==> src/rtl/ddr_init_pkg.sv <==
package ddr_init_pkg;

    typedef enum logic [1:0] {
        CMD_NOP,
        CMD_PRE,
        CMD_REF,
        CMD_LMR
    } init_cmd_e;

    typedef enum logic [3:0] {
        S_POWER_WAIT,
        S_PRE_A,
        S_TRP_A,
        S_LOAD_EXT,
        S_TMRD,
        S_PRE_B,
        S_TRP_B,
        S_REF_A,
        S_TRFC_A,
        S_REF_B,
        S_TRFC_B,
        S_LOAD_BASE,
        S_HOLDOFF,
        S_READY
    } init_state_e;

    function automatic int unsigned max2(int unsigned a, int unsigned b);
        return (a > b) ? a : b;
    endfunction

    function automatic int unsigned min2(int unsigned a, int unsigned b);
        return (a < b) ? a : b;
    endfunction

endpackage

==> src/rtl/init_wait_timer.sv <==
module init_wait_timer #(
    parameter int unsigned CNT_W   = 16,
    parameter int unsigned RST_VAL = 0
) (
    input  logic             clk,
    input  logic             rst_n,
    input  logic             load,
    input  logic [CNT_W-1:0] load_val,
    output logic             expired
);
    logic [CNT_W-1:0] cnt;

    always_ff @(posedge clk or negedge rst_n) begin
        if (!rst_n) begin
            cnt <= CNT_W'(RST_VAL);
        end else if (load) begin
            cnt <= load_val;
        end else if (cnt != '0) begin
            cnt <= cnt - 1'b1;
        end
    end

    assign expired = (cnt == '0);
endmodule

==> src/rtl/init_cmd_enc.sv <==
module init_cmd_enc
    import ddr_init_pkg::*;
(
    input  init_cmd_e cmd,
    output logic      cs_n,
    output logic      ras_n,
    output logic      cas_n,
    output logic      we_n
);
    always_comb begin
        unique case (cmd)
            CMD_NOP: {cs_n, ras_n, cas_n, we_n} = 4'b0111;
            CMD_PRE: {cs_n, ras_n, cas_n, we_n} = 4'b0010;
            CMD_REF: {cs_n, ras_n, cas_n, we_n} = 4'b0001;
            CMD_LMR: {cs_n, ras_n, cas_n, we_n} = 4'b0000;
            default: {cs_n, ras_n, cas_n, we_n} = 4'b0111;
        endcase
    end
endmodule

==> src/rtl/ddr_powerup_seq.sv <==
module ddr_powerup_seq
    import ddr_init_pkg::*;
#(
    parameter int unsigned IDLE_CYC = 50000,
    parameter int unsigned T_RP     = 4,
    parameter int unsigned T_MRD    = 2,
    parameter int unsigned T_RFC    = 18,
    parameter int unsigned HOLD_CYC = 200,
    parameter int unsigned ADDR_W   = 13,
    parameter int unsigned BA_W     = 2,
    parameter int unsigned PRE_BIT  = 10,
    parameter int unsigned EXT_VAL  = 'h000,
    parameter int unsigned BASE_VAL = 'h032
) (
    input  logic              clk,
    input  logic              rst_n,
    output logic              cs_n,
    output logic              ras_n,
    output logic              cas_n,
    output logic              we_n,
    output logic [BA_W-1:0]   ba,
    output logic [ADDR_W-1:0] addr,
    output logic              ext_sel,
    output logic              init_done,
    output logic              req_gate
);
    localparam int unsigned MAX_WAIT =
        max2(max2(IDLE_CYC, HOLD_CYC), max2(T_RP, max2(T_MRD, T_RFC)));
    localparam int unsigned CNT_W = $clog2(MAX_WAIT + 1);

    init_state_e      st, nxt;
    init_cmd_e        cmd;
    logic             tmr_load;
    logic [CNT_W-1:0] tmr_val;
    logic             expired;

    // Shared down-counter; reset value covers the power-up idle stretch.
    init_wait_timer #(
        .CNT_W   (CNT_W),
        .RST_VAL (IDLE_CYC - 1)
    ) u_timer (
        .clk      (clk),
        .rst_n    (rst_n),
        .load     (tmr_load),
        .load_val (tmr_val),
        .expired  (expired)
    );

    init_cmd_enc u_enc (
        .cmd   (cmd),
        .cs_n  (cs_n),
        .ras_n (ras_n),
        .cas_n (cas_n),
        .we_n  (we_n)
    );

    // State register
    always_ff @(posedge clk or negedge rst_n) begin
        if (!rst_n) begin
            st <= S_POWER_WAIT;
        end else begin
            st <= nxt;
        end
    end

    // Transitions and timer loads: each command state arms the wait that follows it.
    always_comb begin
        nxt      = st;
        tmr_load = 1'b0;
        tmr_val  = '0;
        unique case (st)
            S_POWER_WAIT: if (expired) nxt = S_PRE_A;
            S_PRE_A: begin
                nxt      = S_TRP_A;
                tmr_load = 1'b1;
                tmr_val  = CNT_W'(T_RP - 1);
            end
            S_TRP_A:      if (expired) nxt = S_LOAD_EXT;
            S_LOAD_EXT: begin
                nxt      = S_TMRD;
                tmr_load = 1'b1;
                tmr_val  = CNT_W'(T_MRD - 1);
            end
            S_TMRD:       if (expired) nxt = S_PRE_B;
            S_PRE_B: begin
                nxt      = S_TRP_B;
                tmr_load = 1'b1;
                tmr_val  = CNT_W'(T_RP - 1);
            end
            S_TRP_B:      if (expired) nxt = S_REF_A;
            S_REF_A: begin
                nxt      = S_TRFC_A;
                tmr_load = 1'b1;
                tmr_val  = CNT_W'(T_RFC - 1);
            end
            S_TRFC_A:     if (expired) nxt = S_REF_B;
            S_REF_B: begin
                nxt      = S_TRFC_B;
                tmr_load = 1'b1;
                tmr_val  = CNT_W'(T_RFC - 1);
            end
            S_TRFC_B:     if (expired) nxt = S_LOAD_BASE;
            S_LOAD_BASE: begin
                nxt      = S_HOLDOFF;
                tmr_load = 1'b1;
                tmr_val  = CNT_W'(HOLD_CYC - 1);
            end
            S_HOLDOFF:    if (expired) nxt = S_READY;
            S_READY:      nxt = S_READY;
            default:      nxt = S_POWER_WAIT;
        endcase
    end

    // Outputs decoded from the current state only.
    always_comb begin
        cmd       = CMD_NOP;
        ba        = '0;
        addr      = '0;
        ext_sel   = 1'b0;
        init_done = 1'b0;
        req_gate  = 1'b0;
        unique case (st)
            S_PRE_A, S_PRE_B: begin
                cmd           = CMD_PRE;
                addr[PRE_BIT] = 1'b1;
            end
            S_LOAD_EXT: begin
                cmd     = CMD_LMR;
                ba      = BA_W'(1);
                addr    = ADDR_W'(EXT_VAL);
                ext_sel = 1'b1;
            end
            S_REF_A, S_REF_B: cmd = CMD_REF;
            S_LOAD_BASE: begin
                cmd  = CMD_LMR;
                addr = ADDR_W'(BASE_VAL);
            end
            S_READY: begin
                init_done = 1'b1;
                req_gate  = 1'b1;
            end
            default: cmd = CMD_NOP;
        endcase
    end
endmodule

==> config.mk <==
export PLATFORM = sky130hd
export DESIGN_NAME = ddr_powerup_seq
export DESIGN_NICKNAME = d
export VERILOG_FILES = /design/src/rtl/ddr_init_pkg.sv /design/src/rtl/init_wait_timer.sv /design/src/rtl/init_cmd_enc.sv /design/src/rtl/ddr_powerup_seq.sv
export SDC_FILE = /design/constraint.sdc
export NUM_CORES = 1
export LEC_CHECK = 0
export BUFFER_PORTS_ARGS = -buffer_cell sky130_fd_sc_hd__buf_2
export CORE_UTILIZATION = 54
export DETAILED_ROUTE_END_ITERATION = 6
export PLACE_DENSITY = 0.78
export SLEW_MARGIN = 15
export SYNTH_ARGS = -nofsm -noshare
export SYNTH_HDL_FRONTEND = slang
export SYNTH_SLANG_ARGS = --single-unit
==> constraint.sdc <==
create_clock -name clk -period 2.4 [get_ports clk]
set_input_delay 0 -clock clk [delete_from_list [all_inputs] [get_ports clk]]
set_output_delay 0 -clock clk [all_outputs]
set_load 0.05 [all_outputs]
**Word level (Yosys, flattened, before mapping)**

Cells that the tools add are included.

- Register bits after elaboration: 20
- Input bits: 2
- Output and inout bits: 22
- Logic and storage cells: 64

- Add/subtract/negate cells: 1
- Equality and inequality tests: 23
- Muxes and demuxes: 22
- Reduce and logical (&&, ||, !) cells: 16

Operators with widths:

| kind | count |
|---|---|
| 4-bit one-hot mux with 14 select lines | 1 |
| 16-bit 2-to-1 mux | 2 |
| 8-bit one-hot mux with 4 select lines | 1 |
| 4-bit 2-to-1 mux | 7 |
| 4-bit equality test, second input constant | 6 |
| 4-bit by 3-bit equality test with 1-bit output, second input constant | 4 |
| 16-bit zero test | 1 |
| 16-bit nonzero test | 1 |
| 16-bit by 1-bit subtractor with 16-bit output, second input constant | 1 |
| 2-bit != test, second input constant | 7 |
| 2-bit OR reduction | 7 |
| 4-bit by 2-bit equality test with 1-bit output, second input constant | 2 |
| 7-bit AND reduction | 1 |
| 1-bit 2-to-1 mux | 6 |
| 6-bit 2-to-1 mux | 1 |
| 1-bit one-hot mux with 2 select lines | 3 |
| 2-bit one-hot mux with 3 select lines | 1 |
| 6-bit OR reduction | 1 |
| 2-bit equality test, second input constant | 2 |
| 4-bit by 1-bit equality test with 1-bit output, second input constant | 1 |
| 4-bit zero test | 1 |
| 4-bit OR reduction | 1 |
| 3-bit OR reduction | 1 |
| 2-bit by 1-bit equality test with 1-bit output, second input constant | 1 |
| 2 further kinds | 2 |

**Logic depth before layout (Yosys ltp)**

Gate-level depths: netlist (run 1).

- Word-level depth: 6
- Depth in mapped cells: 7
- Mapped depth without buffers: 6

**Hierarchy**

A second synthesis (run 1) with hierarchy kept.

- Cell total of the unflattened synthesis: 158
- Area total of the unflattened synthesis: 1458.9 sq um

By module, submodules not included:

| module | instances | cells each | area each (sq um) | sequential area each (sq um) |
|---|---|---|---|---|
| init_wait_timer | 1 | 104 | 1017.2 | 411.6 |
| ddr_powerup_seq | 1 | 49 | 419.2 | 100.1 |
| init_cmd_enc | 1 | 5 | 22.5 | 0.0 |

**Worst setup path after synthesis (run 1)**

No wires, ideal clock.

- Path kind: reg2out
- Start point: register st[0]
- End point: output port ba[0]
- Arrival: 2156 ps
- Data required time: 2400 ps
- Slack: 244 ps
- Stages on the path, launching flop included: 5
- Buffers on the path: 2
- Path through: dfrtp_1 clkbuf_1 nand2_1 nor3_1 buf_4

- Word-level cells in the longest chain between the ends: 2

Ends and longest elaborated chain:

| item | RTL line | text |
|---|---|---|
| from (decl) | ddr_powerup_seq.sv:31 | `init_state_e st, nxt;` |
| from (signal assigned) | ddr_powerup_seq.sv:62 | `st <= nxt;` |
| 4-bit by 2-bit equality test with 1-bit output | ddr_powerup_seq.sv:122 | `unique case (st)` |
| 1-bit 2-to-1 mux | ddr_powerup_seq.sv:122 |  |
| to (decl) | ddr_powerup_seq.sv:21 | `output logic [BA_W-1:0] ba,` |

No other way between the ends.

**Worst setup path in the final report (run 1)**

- Start point: register u_timer.cnt[0]
- End point: register u_timer.cnt[9]

- Word-level cells in the longest chain between the ends: 3
- Elaborated cells between the ends (all ways): 5
- Classes of those cells: 1 x add/sub; 2 x mux; 2 x reduce/logical

Ends and longest elaborated chain:

| item | RTL line | text |
|---|---|---|
| from (decl) | init_wait_timer.sv:11 | `logic [CNT_W-1:0] cnt;` |
| from (signal assigned) | init_wait_timer.sv:15 | `cnt <= CNT_W'(RST_VAL);` |
| from (signal assigned) | init_wait_timer.sv:17 | `cnt <= load_val;` |
| from (signal assigned) | init_wait_timer.sv:19 | `cnt <= cnt - 1'b1;` |
| 16-bit by 1-bit subtractor with 16-bit output | init_wait_timer.sv:19 |  |
| 16-bit 2-to-1 mux | init_wait_timer.sv:18 | `end else if (cnt != '0) begin` |
| 16-bit 2-to-1 mux | init_wait_timer.sv:16 | `end else if (load) begin` |

Several ways; a longest one is shown, not always the timed one. The select of a mux whose other input is x is not followed.
A chain may end at the register's enable or synchronous reset.

==> summary.md, run 1 <==
| Metric | Value |
|---|---|
| Count of input and output buffers | `12` |
| Slew Limit Fails | `0` |
| Worst Hold Class | `input pin to async pin` |
| Sw Share | `26.6%` |
| Critical Path RT | `2.65 ns` |
| Slowest-stage cell, CP | `dfstp_2` |
| Net Sw Power | `157 uW` |
| Tcrit/Tclk final | `89.9%` |
| Final-layout fill cell count | `208` |
| Max-cap viol count | `0` |
| CTS buffer count | `3` |
| Largest net degree at the start of global routing | `21` |
| # setup viols final | `0` |
| Crit-path max FO | `9` |
| Setup crit end kind | `flip-flop` |
| Combinational share of power | `7.7%` |
| Clock Sinks | `20` |
| 1st-iter DRT viols | `52` |
| Internal power | `432 uW` |
| Bufs on Longest Clock Path | `2` |
| Max Fclk | `0.463 GHz` |
| Synth cell types | `41` |
| Clock root buffer | `clkbuf_4` |
| Initial antenna violation count | `0` |
| Clock power share | `34.9%` |
| Share of cells above drive strength 1 | `18.8%` |
| Final GP Congestion | `0.892` |
| Power per cell area | `438 mW/mm^2` |
| Final net count | `164` |
| Warnings, synthesis | `0` |
| Postcts setup bufs | `0` |
| Netlist area before placement | `0.00131 sq mm` |
| Post-Syn Instances | `156` |
| Met1 wire length | `1240 um` |
| Final Hold Vio Count | `0` |
| RSZ-0062 raised after global routing | `no` |
| Post-detail-place hpwl | `1910 um` |
| Final Skew | `0.0123 ns` |
| WP depth | `6` |
| Crit-path leading delay family | `simple AND/OR/NAND/NOR gates` |
| Row count | `17` |
| Post-Syn Area per Cell | `8.39 sq um` |
| Fin crit period | `2.16 ns` |
| Least-Margin Pin Slew | `0.588 ns` |
| Ys flop type | `dfrtp_1` |
| Type of origin of the critical path | `flip-flop` |
| Sequential fraction of the synthesis area | `39.1%` |
| CTS tree | `yes` |
| Clk slew on worst S/H paths | `0.13 ns` |
| Die X | `51.2 um` |
| Io pins | `24` |
| H-tree levels | `1` |
| EDFF count, synth | `0` |
| Met3 WL | `105 um` |
| Die area | `0.00262 sq mm` |
| Crit path kind | `flip-flop to flip-flop` |
| Gr ovfl total | `0` |
| Post-CTS Resized | `0` |
| CP bufs+invs | `1` |
| WL final | `2730 um` |
| R2R cell count | `6` |
| Worst Path Arrival | `2.41 ns` |
| Flop pwr share | `57.4%` |
| Vias/cell | `5.95` |
| 1st-pass router iterations | `4` |
| N_diodes | `0` |
| Max layer used | `met4` |
| Wirelength per Cell | `14.5 um` |
| Core region area | `0.00225 sq mm` |
| Clk_lat worst skew | `0.31 ns` |
| Global-route wire length before repair | `4540 um` |
| Relative max-transition margin | `60.5%` |
| Syn-to-layout area delta | `2.77%` |
| Asr flop ratio synth | `100%` |
| Final hold slack | `0.154 ns` |
| Met2 wire length | `1340 um` |
| Die Ht | `51.2 um` |
| Total negative slack | `0 ns` |
| Leak | `0.599 nW` |
| Worst vdd ir | `0.000256 V` |
| Crit-path cells | `inv_1 > ha_1 > nor4b_1 > and4_1 > or4_1 > a21oi_1` |
| CTS hold repair buffers | `1` |
| DRC viols | `0` |
| Status | `complete, no violations` |
| CP max stage delay | `0.58 ns` |
| Synth Register Bits | `20` |
| Via count | `1,118` |
| Initial core utilization | `58.0%` |
| Post-route ant nets | `0` |
| GRT Util Overall | `23.7%` |
| Vias in the first global route | `987` |
| Pwr Total | `589 uW` |
[worst paths after layout]
check	startpoint	endpoint	slack, ns
hold / removal	rst_n	u_timer.cnt[5]	0.15
min in group clk	u_timer.cnt[14]	u_timer.cnt[14]	0.51
max in group asynchronous	rst_n	u_timer.cnt[14]	1.90
setup reg to reg	u_timer.cnt[0]	u_timer.cnt[9]	0.24
hold reg to reg	u_timer.cnt[14]	u_timer.cnt[14]	0.51
setup / recovery	u_timer.cnt[0]	u_timer.cnt[9]	0.24
[logic make-up (layout without fill, tap and decap cells)]
logic type	Yosys count	after routing	synth area share [%]
buf+inv	28	22	12.6
xor+xnor	3	3	2.01
other cells	1	11	0.287
mux	2	2	1.53
fa+ha+maj	1	1	0.956
compound gates	32	32	14.6
flops	20	20	39.1
simple gates	69	69	28.9
[cell usage after synthesis, drive strengths merged, types with 3 or more instances]
library cell / n / area share [%]
nor2: 15 / 4.5
dfstp: 9 / 18
clkbuf: 6 / 1.7
nand2: 15 / 4.3
or3: 5 / 2.8
nor3: 3 / 1.1
nor4: 7 / 3.8
buf: 18 / 9.8
o21ai: 9 / 3.4
nor2b: 3 / 1.4
or4: 4 / 2.3
inv: 4 / 1.1
nand3: 7 / 2.7
a21oi: 12 / 4.6
dfrtp: 11 / 21
[cells in the final DEF (no fill, tap or decap), types with 4 or more instances in the layout]
master / n
nand3_1: 7
o21ai_0: 9
buf_2: 12
nor4_1: 6
nand2_1: 15
nor2_1: 14
inv_1: 4
or3_1: 4
conb_1: 11
dfstp_2: 9
or4_1: 4
a21oi_1: 12
dfrtp_1: 11
[power groups by stage]
stage	Clock, mW	Combinational [mW]	Sequential [mW]
floorplan	0	0.0513	0.344
global route	0.219	0.0481	0.338
CTS	0.210	0.0457	0.338
finish	0.206	0.0456	0.338
global placement	0	0.0443	0.344
detailed placement	0	0.0445	0.344
[metrics by stage]
step	utilization [%]	std cells	instance area, sq um	worst slack (ns)
detailed placement	57.6	183	1300	0.299
global route	59.7	188	1350	0.166
global placement	57.6	183	1300	0.436
finish	59.7	188	1350	0.241
floorplan	-	166	1350	0.244
CTS	59.7	188	1350	0.270
[flip-flops by register name, summed over array words and instances (netlist names)]
name	count
u_timer.cnt	16
st	4
[final cells by class]
class / instances / area (sq um) / area share, %
clock buffer: 4 / 36.3 / 2.70
inverter: 4 / 15.0 / 1.12
multi-input combinational: 118 / 669 / 49.8
sequential: 20 / 512 / 38.0
tap: 28 / 35.0 / 2.60
timing repair buffer: 14 / 77.6 / 5.77
[routing by layer]
metal  vias up  global-route usage, %
li1        535                      -
met5         -                      0
met4         0                   13.1
met1       540                   29.7
met3         6                   2.98
met2        37                   39.3
(Power assumes the default switching activity.)
==> inputs of run 2 (changes only) <==
--- a/config.mk
+++ b/config.mk
@@ -9,6 +9,7 @@
 export CORE_UTILIZATION = 54
 export DETAILED_ROUTE_END_ITERATION = 6
 export PLACE_DENSITY = 0.78
+export REMOVE_ABC_BUFFERS = 1
 export SLEW_MARGIN = 15
 export SYNTH_ARGS = -nofsm -noshare
 export SYNTH_HDL_FRONTEND = slang
==> run 2 against run 1 <==
Global-route usage down 0.76 points; die area unchanged; setup slack better by 0.090 ns; register-to-register slack better by 0.09 ns; combinational power about the same; final area down 0.74%; first-iteration DRC count down 44%; cell count unchanged; largest power group unchanged.
==> summary.md, run 2 (synthesis gave the netlist of run 1 again) <==
| Metric | Value |
|---|---|
| Gr ovfl total | `0` |
| Final hold slack | `0.166 ns` |
| Flop pwr share | `61.2%` |
| Power per cell area | `413 mW/mm^2` |
| M2 GR Usage | `38.4%` |
| Fin crit period | `2.07 ns` |
| Type of origin of the critical path | `flip-flop` |
| 1st-iter DRT viols | `29` |
| Final-layout fill cell count | `206` |
| Dpl cell area | `0.00130 sq mm` |
| Syn-to-layout area delta | `2.01%` |
| N_diodes | `0` |
| 1st-pass router iterations | `4` |
| Die Ht | `51.2 um` |
| Worst vdd ir | `0.000384 V` |
| Regs by FF count | `u_timer.cnt (16), st (4)` |
| Vias in the first global route | `1,009` |
| Initial antenna violation count | `0` |
| Vias/cell | `5.90` |
| Tcrit/Tclk final | `86.2%` |
| Routing usage on met1 | `28.1%` |
| Wirelength per Cell | `13.6 um` |
| Crit-path max FO | `9` |
| Via count | `1,109` |
| Count of input and output buffers | `12` |
| Leak | `0.593 nW` |
| RR Endpoint | `u_timer.cnt[9]` |
| Internal power | `404 uW` |
| Max Fclk | `0.483 GHz` |
| Relative max-transition margin | `65.8%` |
| Row count | `17` |
| Met3 GRT Util | `3.27%` |
| Clock power share | `30.5%` |
| Clock Sinks | `20` |
| Net Sw Power | `148 uW` |
| R2R cell count | `6` |
| CTS buffer count | `3` |
| CTS tree | `yes` |
| Status | `complete, no violations` |
| Slew Limit Fails | `0` |
| Final Skew | `0.0100 ns` |
| FF-to-FF Start | `u_timer.cnt[0]` |
| Most crowded layer after global routing | `met2` |
| Post-detail-place hpwl | `1830 um` |
| Max-cap viol count | `0` |
| Critical Path RT | `2.64 ns` |
| GRT Util Overall | `22.9%` |
| Largest Register | `u_timer.cnt` |
| RSZ-0062 raised after global routing | `no` |
| Clock root buffer | `clkbuf_4` |
| # setup viols final | `0` |
| Max FFs per register | `16` |
| Die area | `0.00262 sq mm` |
| Clk_lat worst skew | `0.31 ns` |
| Core region area | `0.00225 sq mm` |
| Crit path kind | `flip-flop to flip-flop` |
| Sw Share | `26.7%` |
| WL final | `2560 um` |
| Global-route wire length before repair | `4420 um` |
| Design area | `0.00134 sq mm` |
| H-tree levels | `1` |
| Bufs on Longest Clock Path | `2` |
| Pwr Total | `552 uW` |
| Most common cell after layout, fill and taps aside | `nand2_1` |
| Die X | `51.2 um` |
| Share of cells above drive strength 1 | `18.1%` |
| Worst Path Arrival | `2.31 ns` |
| Io pins | `24` |
| Final Hold Vio Count | `0` |
| Least-Margin Pin Slew | `0.508 ns` |
| Worst Hold Class | `input pin to async pin` |
| Initial core utilization | `58.0%` |
| Most frequent cells in the layout | `15 x nand2_1, 14 x nor2_1, 12 x a21oi_1, 12 x buf_2` |
| DRC viols | `0` |
| Clk slew on worst S/H paths | `0.11 ns` |
| Post-route ant nets | `0` |
| Final net count | `164` |
| Final GP Congestion | `0.893` |
| Setup crit end kind | `flip-flop` |
| Reg2reg setup slack | `0.33 ns` |
| Combinational share of power | `8.3%` |
| Largest net degree at the start of global routing | `21` |
## run 2: layout make-up
cell class                 instances  area, sq um  area share [%]
multi-input combinational        118          669            50.1
tap                               28         35.0            2.62
sequential                        20          512            38.3
clock buffer                       4         26.3            1.97
timing repair buffer              14         77.6            5.81
inverter                           4         15.0            1.12
## run 2: worst max-delay path by stage
stage                   startpoint              to  slack, ns  cells after the start
floorplan                    st[3]  u_timer.cnt[6]      -0.87                      4
global placement    u_timer.cnt[0]  u_timer.cnt[9]       0.44                      6
detailed placement  u_timer.cnt[0]  u_timer.cnt[9]       0.36                      6
CTS                 u_timer.cnt[0]  u_timer.cnt[9]       0.34                      6
global route        u_timer.cnt[0]  u_timer.cnt[9]       0.26                      6
finish              u_timer.cnt[0]  u_timer.cnt[9]       0.33                      6
## run 2: power groups by stage
stage                     sequential [mW]  clock (mW)  combinational (mW)
final                               0.338       0.168              0.0457
after global routing                0.338       0.180              0.0484
after CTS                           0.338       0.176              0.0457
after detailed placement            0.344           0              0.0445
after global placement              0.344           0              0.0443
after floorplan                     0.344           0              0.0371
## run 2: what timing repair did
action	4_1_cts	5_1_grt
resized for setup	0	0
hold buffers	1	0
buffers inserted	0	0
endpoints found under the hold margin	20	0
## run 2: critical path, stage by stage (launching register included)
cell and delay [ns]:
dfstp_2 0.56, inv_1 0.07, ha_1 0.24, nor4b_1 0.18, and4_1 0.30, or4_1 0.50
a21oi_1 0.15
## run 2: per-stage QoR
step           std cells  util (%)  setup WS, ns  TNS [ns]
2_1_floorplan        142         -        -0.874     -4.82
3_3_place_gp         183      57.6         0.438         0
3_5_place_dp         183      57.6         0.362         0
4_1_cts              188      59.2         0.338         0
5_1_grt              188      59.2         0.262         0
6_report             188      59.2         0.331         0
## run 2: routing by layer
layer  wire length (um)  up-vias
li1                   -      544
met1               1190      527
met2               1220       33
met3                 99        5
met4                 54        0
met5                  0        -
==> inputs of run 3 (changes only) <==
--- a/config.mk
+++ b/config.mk
@@ -5,12 +5,12 @@
 export SDC_FILE = /design/constraint.sdc
 export NUM_CORES = 1
 export LEC_CHECK = 0
-export BUFFER_PORTS_ARGS = -buffer_cell sky130_fd_sc_hd__buf_2
-export CORE_UTILIZATION = 54
+export CORE_UTILIZATION = 62
 export DETAILED_ROUTE_END_ITERATION = 6
+export DONT_BUFFER_PORTS = 1
 export PLACE_DENSITY = 0.78
 export REMOVE_ABC_BUFFERS = 1
-export SLEW_MARGIN = 15
+export SLEW_MARGIN = 10
 export SYNTH_ARGS = -nofsm -noshare
 export SYNTH_HDL_FRONTEND = slang
 export SYNTH_SLANG_ARGS = --single-unit
==> run 3 against run 2 <==
Register-to-register slack about the same; sequential power about the same; clock power increased by 17%; largest cell class unchanged; clock skew decreased by 0.0071 ns; critical endpoint unchanged; maximum frequency increased by 0.12%; non-clock buffer count decreased by 5; cell count decreased by 3.2%; total power increased by 5.0%.
==> summary.md, run 3 (synthesis gave the netlist of run 1 again) <==
| Metric | Value |
|---|---|
| DP Cell Count | `177` |
| Row count | `16` |
| Sw Share | `25.5%` |
| Relative max-transition margin | `41.3%` |
| Largest net degree at the start of global routing | `21` |
| Final net count | `159` |
| Io pins | `24` |
| CTS buffer count | `3` |
| FF/Latch Area | `512 sq um` |
| Vias/cell | `5.93` |
| Die area | `0.00230 sq mm` |
| Count of input and output buffers | `0` |
| DRC viols | `0` |
| Share of cells above drive strength 1 | `18.1%` |
| Type of origin of the critical path | `flip-flop` |
| Power per cell area | `427 mW/mm^2` |
| Initial antenna violation count | `0` |
| Critical Path RT | `2.64 ns` |
| Area of the multi-input gates | `684 sq um` |
| Core region area | `0.00198 sq mm` |
| Max-cap viol count | `0` |
| CP max stage delay | `0.57 ns` |
| Reg2reg setup slack | `0.33 ns` |
| FF-to-FF Start | `u_timer.cnt[0]` |
| Die X | `47.9 um` |
| Bufs on Longest Clock Path | `2` |
| R2R cell count | `6` |
| Least-Margin Pin Slew | `0.878 ns` |
| Design area | `0.00136 sq mm` |
| Clock Sinks | `20` |
| Post-route ant nets | `0` |
| Worst Hold Class | `input pin to async pin` |
| Syn-to-layout area delta | `3.54%` |
| Vias in the first global route | `905` |
| H-tree levels | `1` |
| Slowest-stage cell, CP | `dfstp_2` |
| Pwr Total | `579 uW` |
| Setup crit end kind | `flip-flop` |
| Worst vdd ir | `0.000298 V` |
| Final design utilization | `68.4%` |
| Total negative slack | `0 ns` |
| N_diodes | `0` |
| Initial core utilization | `66.0%` |
| Regs by FF count | `u_timer.cnt (16), st (4)` |
| Fin cells | `182` |
| Most frequent cells in the layout | `15 x nand2_1, 13 x nor2_1, 12 x a21oi_1, 11 x conb_1, 11 x dfrtp_1` |
| 1st-iter DRT viols | `29` |
| 1st-pass router iterations | `4` |
| Wirelength per Cell | `13.9 um` |
| Clk_lat worst skew | `0.30 ns` |
| Crit path kind | `flip-flop to flip-flop` |
| Flop pwr share | `58.3%` |
| Post-detail-place hpwl | `1830 um` |
| GRT Util Overall | `25.4%` |
| Gr ovfl total | `0` |
| RSZ-0062 raised after global routing | `no` |
| Combinational share of power | `7.7%` |
| Die Ht | `47.9 um` |
| # setup viols final | `0` |
| Internal power | `431 uW` |
| Status | `complete, no violations` |
| Crit-path cells | `inv_1 > ha_1 > nor4b_1 > and4_1 > or4_1 > a21oi_1` |
| Net Sw Power | `148 uW` |
| CTS tree | `yes` |
| Final hold slack | `0.245 ns` |
| Clk slew on worst S/H paths | `0.11 ns` |
| Global-route wire length before repair | `3990 um` |
| Clock power share | `34.0%` |
| Worst setup margin | `0.334 ns` |
| Most common cell after layout, fill and taps aside | `nand2_1` |
| Dpl cell area | `0.00131 sq mm` |
| RR Endpoint | `u_timer.cnt[9]` |
| Crit-path max FO | `9` |
| WL final | `2530 um` |
| Max FFs per register | `16` |
| Leak | `0.588 nW` |
| Final GP Congestion | `0.934` |
| Worst Path Arrival | `2.31 ns` |
| Tcrit/Tclk final | `86.1%` |
| Largest Register | `u_timer.cnt` |
| Clock root buffer | `clkbuf_4` |
| Final Hold Vio Count | `0` |
| Final-layout fill cell count | `155` |
| Final Skew | `0.00294 ns` |
| Setup WS pre-CTS | `0.365 ns` |
| Postcts setup bufs | `0` |
| Via count | `1,079` |
| Fin crit period | `2.07 ns` |
| Slew Limit Fails | `0` |
| Max Fclk | `0.484 GHz` |
## run 3: power groups by stage
stage | Clock, mW | Combinational, mW | Sequential, mW
2_1_floorplan | 0 | 0.0371 | 0.344
3_3_place_gp | 0 | 0.0371 | 0.344
3_5_place_dp | 0 | 0.0371 | 0.344
4_1_cts | 0.202 | 0.0450 | 0.338
5_1_grt | 0.217 | 0.0487 | 0.338
6_report | 0.197 | 0.0446 | 0.338
## run 3: worst max path at each step
stage                   startpoint              to  depth (start not counted)
detailed placement  u_timer.cnt[0]  u_timer.cnt[9]                          6
global placement    u_timer.cnt[0]  u_timer.cnt[9]                          6
global route        u_timer.cnt[0]  u_timer.cnt[1]                          6
CTS                 u_timer.cnt[0]  u_timer.cnt[9]                          6
floorplan                    st[3]  u_timer.cnt[6]                          4
finish              u_timer.cnt[0]  u_timer.cnt[9]                          6
## run 3: worst max-delay path, delay by kind of cell (launching register included)
kind / cells / cell delay [ns]
AND/OR/NAND/NOR: 3 / 0.98
flip-flops: 1 / 0.57
adder cells (fa/ha/maj): 1 / 0.24
AO/OA/AOI/OAI: 1 / 0.15
buffers and inverters: 1 / 0.07
## run 3: what timing repair did
action / in CTS / in global routing
resized for setup: 0 / 0
hold endpoints to repair: 20 / 0
hold buffers: 1 / 0
## run 3: area by class of cell
| type | instances | share of cell area, % |
|---|---|---|
| Timing Repair Buffer | 9 | 5.45 |
| Inverter | 4 | 1.11 |
| Sequential cell | 20 | 37.8 |
| Clock buffer | 4 | 2.68 |
| Multi-Input combinational cell | 118 | 50.5 |
| Tap cell | 27 | 2.49 |
## run 3: per-layer routing
layer  up-vias  share of wire, %  global-route usage [%]
met3         5               3.6                    4.15
met2        33                50                    43.0
li1        534                 -                       -
met1       507                45                    32.4
met5         -                 0                       0
met4         0               1.4                    9.44
